### src/rtl/cell_tx_fifo.sv
module cell_tx_fifo #(
  parameter int CELL_BYTES = 53,
  parameter int CELLS      = 4,
  parameter int W          = 8
) (
  input  logic         clk,
  input  logic         rst_n,
  input  logic         wr_valid,
  input  logic         wr_soc,
  input  logic [W-1:0] wr_data,
  input  logic         rd_en,
  output logic [W-1:0] rd_data,
  output logic         rd_soc,
  output logic         cell_avail,
  input  logic         flush,
  input  logic         int_en,
  input  logic         stat_rd,
  output logic         stat_soc,
  output logic         stat_ovr,
  output logic         irq
);
  localparam int BW = $clog2(CELL_BYTES);
  localparam int SW = (CELLS > 1) ? $clog2(CELLS) : 1;
  localparam int CW = $clog2(CELLS + 1);
  localparam int AW = $clog2(CELLS * CELL_BYTES);

  logic [W-1:0]  mem [CELLS*CELL_BYTES];
  logic [BW-1:0] wbyte, rbyte, wpos;
  logic [SW-1:0] wslot, rslot;
  logic [CW-1:0] count;
  logic          drop;

  wire wr_ok     = wr_valid && !flush;
  wire first     = (wbyte == '0) || wr_soc;
  wire misplaced = wr_ok && wr_soc && (wbyte != '0);
  wire full      = (count == CW'(CELLS));
  wire keep      = first ? !full : !drop;
  wire ovr_evt   = wr_ok && first && full;
  wire commit    = wr_ok && keep && (wpos == BW'(CELL_BYTES-1));
  wire pop       = rd_en && cell_avail && !flush && (rbyte == BW'(CELL_BYTES-1));

  assign wpos       = first ? '0 : wbyte;
  assign cell_avail = (count != '0);
  assign rd_data    = mem[AW'(rslot) * AW'(CELL_BYTES) + AW'(rbyte)];
  assign rd_soc     = cell_avail && (rbyte == '0);
  assign irq        = int_en && (stat_soc || stat_ovr);

  always_ff @(posedge clk)
    if (wr_ok && keep) mem[AW'(wslot) * AW'(CELL_BYTES) + AW'(wpos)] <= wr_data;

  always_ff @(posedge clk or negedge rst_n) begin
    if (!rst_n) begin
      wbyte <= '0; rbyte <= '0; wslot <= '0; rslot <= '0; count <= '0; drop <= 1'b0;
    end else if (flush) begin
      wbyte <= '0; rbyte <= '0; wslot <= '0; rslot <= '0; count <= '0; drop <= 1'b0;
    end else begin
      if (wr_valid) begin
        if (first) drop <= full;
        wbyte <= (wpos == BW'(CELL_BYTES-1)) ? '0 : wpos + 1'b1;
      end
      if (commit) wslot <= (wslot == SW'(CELLS-1)) ? '0 : wslot + 1'b1;
      if (rd_en && cell_avail) begin
        rbyte <= (rbyte == BW'(CELL_BYTES-1)) ? '0 : rbyte + 1'b1;
        if (pop) rslot <= (rslot == SW'(CELLS-1)) ? '0 : rslot + 1'b1;
      end
      count <= count + CW'(commit) - CW'(pop);
    end
  end

  always_ff @(posedge clk or negedge rst_n) begin
    if (!rst_n) begin
      stat_soc <= 1'b0; stat_ovr <= 1'b0;
    end else begin
      stat_soc <= misplaced || (stat_soc && !stat_rd);
      stat_ovr <= ovr_evt   || (stat_ovr && !stat_rd);
    end
  end

  assert_count_le_R1: assert property (@(posedge clk) disable iff (!rst_n)
    count <= CW'(CELLS));
  assert_soc_flag_R3: assert property (@(posedge clk) disable iff (!rst_n)
    misplaced |=> stat_soc);
  assert_ovr_keeps_R5: assert property (@(posedge clk) disable iff (!rst_n)
    (ovr_evt && !rd_en) |=> (stat_ovr && count == CW'(CELLS)));
  assert_rd_clear_R6: assert property (@(posedge clk) disable iff (!rst_n)
    (stat_rd && !wr_valid) |=> (!stat_soc && !stat_ovr));
  assert_flush_empty_R8: assert property (@(posedge clk) disable iff (!rst_n)
    flush |=> !cell_avail);
  assert_irq_R7: assert property (@(posedge clk) disable iff (!rst_n)
    !int_en |-> !irq);
endmodule

### config.mk
export PLATFORM = sky130hd
export DESIGN_NAME = cell_tx_fifo
export DESIGN_NICKNAME = d
export VERILOG_FILES = /design/src/rtl/cell_tx_fifo.sv
export SDC_FILE = /design/constraint.sdc
export NUM_CORES = 2
export LEC_CHECK = 0
export BUFFER_PORTS_ARGS = -buffer_cell sky130_fd_sc_hd__buf_2
export CAP_MARGIN = 5
export CORE_AREA = 2 2 355 357
export DETAILED_ROUTE_END_ITERATION = 12
export DIE_AREA = 0 0 357 359
export GPL_ROUTABILITY_DRIVEN = 0
export PLACE_DENSITY_LB_ADDON = 0.05
export SETUP_SLACK_MARGIN = 0.4
export SYNTH_ARGS = -nofsm -noshare
export SYNTH_HDL_FRONTEND = slang
export SYNTH_SLANG_ARGS = --single-unit
### constraint.sdc
create_clock -name clk -period 3.34 [get_ports clk]
set_clock_uncertainty 0.2 [all_clocks]
set_input_delay 0.167 -clock clk [delete_from_list [all_inputs] [get_ports clk]]
set_output_delay 0.167 -clock clk [all_outputs]
set_load 0.01 [all_outputs]
* Word-level counts from Yosys, hierarchy flattened
Memories as Yosys holds them, arrays and structs flattened.
Cells that the tools add are included.
** Storage, ports and cells
- Register bits after elaboration :: 22
- RAM bits :: 1696
- Input port bits :: 16
- Output and inout port bits :: 13
- Logic and storage cells :: 78
- Memories :: 1
** Memories
- mem :: words 212, bits a word 8, rd ports 1, clocked after memory_dff 0, wr ports 1, line 27 : logic [W-1:0] mem [CELLS*CELL_BYTES];
** Cells by class
- Add/subtract/negate cells :: 8
- Multipliers :: 2
- Equal/unequal tests :: 5
- Mux-type cells :: 21
- Reductions and logical operators :: 33
** Operator list (count)
- $mux W6 :: 7
- $add A8 B6 Y8 :: 2
- $mul A2 B6 Y8 const B :: 2
- $logic_and A1 B1 Y1 :: 14
- $mux W2 :: 7
- $add A6 B1 Y6 const B :: 2
- $eq A6 B6 Y1 const B :: 2
- $logic_not A6 Y1 :: 2
- $reduce_bool A2 Y1 :: 5
- $mux W1 :: 6
- $reduce_bool A6 Y1 :: 1
- $add A2 B1 Y2 const B :: 2
- $eq A2 B2 Y1 const B :: 2
- $logic_not A1 Y1 :: 4
- $logic_or A1 B1 Y1 :: 4
- $reduce_and A2 Y1 :: 2
- $add A3 B1 Y3 :: 1
- $eq A3 B3 Y1 const B :: 1
- $mux W3 :: 1
- $reduce_bool A3 Y1 :: 1
- $sub A3 B1 Y3 :: 1

* Logic depth before layout (Yosys ltp)
- Depth in word-level cells :: 8
- Depth in mapped cells :: 15

* Least setup slack after synthesis
OpenSTA, ideal clock, no wires.
- Path type :: reg2out
- Start point :: register rslot[1]
- End point :: output port rd_data[3]
- Arrival time :: 3.388 ns
- Setup slack :: -0.415 ns
- Cell stages (with the launch flop) :: 15
- Path buffers :: 5
- Cell sequence :: dfrtp_1 > ha_1 > ha_1 > inv_1 > fa_1 > buf_2 > buf_4 > buf_4 > clkbuf_1 > clkbuf_1 > nand2_1 > a31oi_1 > o21ai_0 > o21ai_0 > nor4bb_1
** On the way
- Cells in the longest elaborated chain, start to end :: 3
** Ends and longest elaborated chain
- start, declared :: line 29 : logic [SW-1:0] wslot, rslot;
- start signal, assigned :: line 64 : if (pop) rslot <= (rslot == SW'(CELLS-1)) ? '0 : rslot + 1'b1;
- $mul A2 B6 Y8 :: line 44 : assign rd_data = mem[AW'(rslot) * AW'(CELL_BYTES) + AW'(rbyte)];
- $add A8 B6 Y8 :: line 44
- $mem_v2 Z212 W8
- end, declared :: line 12 : output logic [W-1:0] rd_data,
No other way between the ends.

* Worst setup path after layout
- Start point :: register rbyte[1]
- End point :: output port rd_data[1]
** On the way
- Cells in the longest elaborated chain, start to end :: 2
** Ends and longest elaborated chain
- start, declared :: line 28 : logic [BW-1:0] wbyte, rbyte, wpos;
- start signal, assigned :: line 63 : rbyte <= (rbyte == BW'(CELL_BYTES-1)) ? '0 : rbyte + 1'b1;
- $add A8 B6 Y8 :: line 44
- $mem_v2 Z212 W8
No other way between the ends.

==> run_results.csv <==
group,metric,value,unit
cells_and_area,drive_gt1_frac,0.439,
pwr,peakVddDrop,0.578,mV
worst_hold_path,hp-start,"wr_soc",
logic_synthesis,async_flop_share,0.0128,
cells_and_area,most-common-layout-cells,"1,696 x edfxtp_1, 488 x mux4_2, 263 x buf_4",
pwr,leakagePower,27.7,nW
logic_synthesis,ys_ff_latch,1718,
grt,grt_pass1_vias,35900,
routing,wirelength,179,mm
logic_synthesis,synth-main-ff-cell,"edfxtp_1",
logic_synthesis,netlist_instances,3191,
clock_tree,numClockSinks,1718,
cells_and_area,fin_area,86300,um^2
sta,drv_slew,0,
placed_design,dp_cells,5124,
clock_tree,clk_root_buffer_cell,"clkbuf_16",
clock_tree,path_clk_slew,0.06,ns
sta,setup_viol,804,
grt,grt-ovfl-total,0,
routing,first_iter_violations,4139,
grt,grt_max_degree,213,
job,max_cap_violations,0,
pwr,p_per_area,508,nW/um^2
clock_tree,cts_htree_levels,4,
sta,fin_hold_ws,0.0757,ns
sta,worst_slew_pin_slew,1.18,ns
worst_setup_path,start_kind,"flip-flop",
cells_and_area,area_growth,27.2,%
clock_tree,clk_path_buf_depth,3,
worst_setup_path,crit_required,2.97,ns
worst_setup_path,worstSetupPathType,"reg -> out",
grt,grt_first_pass_wirelength,255,mm
sta,max_freq,199,MHz
status,violations,"negative setup slack",
routing,ant_nets,0,
sta,fin_tns_setup,-47.98,ns
die,die_x,357,um
worst_setup_path,arrival,4.66,ns
die,initial_core_util,0.544,
grt,grt.total_usage,0.281,
placed_design,portBuffers,28,
sta,hold_viol,0,
sta,period_share,1.50,
worst_hold_path,hold_class,"in -> reg",
cells_and_area,stdcell_count,5681,
logic_synthesis,synth_edf_count,1696,
worst_setup_path,reg2regPathDepth,17,
die,die_h,359,um
sta,period_minus_slack,5.02,ns
routing,wl_per_cell,31.5,um
worst_setup_path,cp_max_fo,20,
cells_and_area,fin_nets,3938,
logic_synthesis,postSynthAreaPerCell,21.2,um^2
logic_synthesis,yosysWarnings,0,
die,io_pins,29,
sta,relSlewSlack,0.210,
cells_and_area,post-route-util,0.692,
routing,remaining_drc_errors,0,
status,status,"complete, but fails checks",
sta,rsz0062_at_grt,"true",
worst_setup_path,ff2ff_setup_slack,-0.11,ns
placed_design,dp_hpwl,112,mm
placed_design,place_area,74700,um^2
die,placementRows,130,
routing,vias,35400,
worst_setup_path,r2r-start,"wbyte[2]",
logic_synthesis,syn-cell-area,67800,um^2
worst_setup_path,startpoint,"rbyte[1]",
die,dieArea,128000,um^2
worst_setup_path,end_kind,"output port",
routing,firstDrtPassIters,8,
cells_and_area,final_common_cell,"edfxtp_1",
logic_synthesis,syn_nets,3239,
worst_hold_path,hold-path-endpoint,"wslot[0]",
die,core_area,125000,um^2
routing,vias_per_cell,6.23,
logic_synthesis,synth_seq_area_share,0.759,
clock_tree,cts_tree,"yes",
sta,setup_slack,-1.68,ns
clock_tree,cts_buffers,173,
worst_setup_path,r2r-end,"mem[51][1]",
worst_hold_path,hold_depth,9,
grt,grt_antenna_before_repair,4,
logic_synthesis,ys_types,60,
clock_tree,insertion_delay,0.81,ns
routing by layer:
metal  GRT usage  share of wire
met4      0.0882          0.030
met3      0.0601          0.080
met2       0.447           0.49
met5           0       0.000067
met1       0.396           0.40
stage by stage:
stage | power [mW] | setup slack, ns
3_5_place_dp | 24.7 | -1.17
2_1_floorplan | 24.2 | -0.0495
5_1_grt | 45.0 | -1.77
3_3_place_gp | 24.7 | -1.01
6_report | 43.9 | -1.68
4_1_cts | 44.1 | -1.74
flip-flops by register name, indices dropped and copies added (netlist names):
name	cells
mem	1696
rbyte	6
wbyte	6
count	3
rslot	2
wslot	2
drop	1
stat_ovr	1
stat_soc	1
critical path: stages (launching register included):
cell	delay [ns]
dfrtp_1	0.41
ha_4	0.30
ha_4	0.13
inv_2	0.03
fa_4	0.83
buf_12	0.17
buf_12	0.18
mux4_2	0.30
mux2i_1	0.19
nor3_1	0.10
a2111oi_0	0.58
o31ai_2	0.18
o311a_1	0.23
buf_2	0.19
report_power, final:
group	internal (mW)	total (mW)	switching, mW	leakage [nW]
Combinational	0.116	0.584	0.468	9.37
Sequential	23.7	23.7	0.00256	15.5
Clock	11.4	19.6	8.15	2.79
synth_stat cells, types with 15 or more instances:
cell type	count	share of area
nor2b_1	15	0.0014
mux2i_1	34	0.0050
nor3_1	15	0.0011
edfxtp_1	1696	0.75
o21ai_0	23	0.0017
nand3_1	35	0.0026
dfrtp_1	22	0.0081
ha_1	28	0.0052
a21oi_1	32	0.0024
buf_4	42	0.0047
inv_1	20	0.0011
nor2_1	287	0.016
buf_2	39	0.0029
mux4_2	488	0.16
clkbuf_1	68	0.0038
nand2_1	169	0.0094
cells by family (layout without fill, tap and decap cells):
family | after synthesis | count (layout) | synth area share
flops | 1718 | 1718 | 0.759
simple gates | 558 | 558 | 0.0340
mux | 522 | 522 | 0.167
buf+inv | 196 | 1035 | 0.0156
compound gates | 147 | 147 | 0.0149
fa+ha+maj | 32 | 32 | 0.00635
xor+xnor | 18 | 18 | 0.00271
other cells | 0 | 1 | 0
worst max-delay path by stage:
| stage | endpoint | slack [ns] |
|---|---|---|
| 2_1_floorplan | rd_data[0] | -0.05 |
| 5_1_grt | rd_data[1] | -1.77 |
| 4_1_cts | rd_data[3] | -1.74 |
| 3_5_place_dp | rd_data[2] | -1.17 |
| 6_report | rd_data[1] | -1.68 |
| 3_3_place_gp | rd_data[5] | -1.01 |
repair_timing:
item / 4_1_cts / 5_1_grt
gates cloned: 9 / 5
pin swaps: 101 / 148
endpoints found under the setup margin: 1706 / 1708
gates resized for setup: 335 / 212
endpoints found under the hold margin: 1294 / 0
hold buffers: 24 / 0
setup buffers: 102 / 102
final cells by class:
type,count,area (um^2)
clock inverter,115,1280
multi-input combinational,1277,17900
sequential,1718,51500
clock buffer,200,4450
timing repair buffer,700,8980
inverter,20,75.1
antenna,1,2.50
tap,1650,2060
fill,7649,38300
Power figures use the tool's default switching activity.
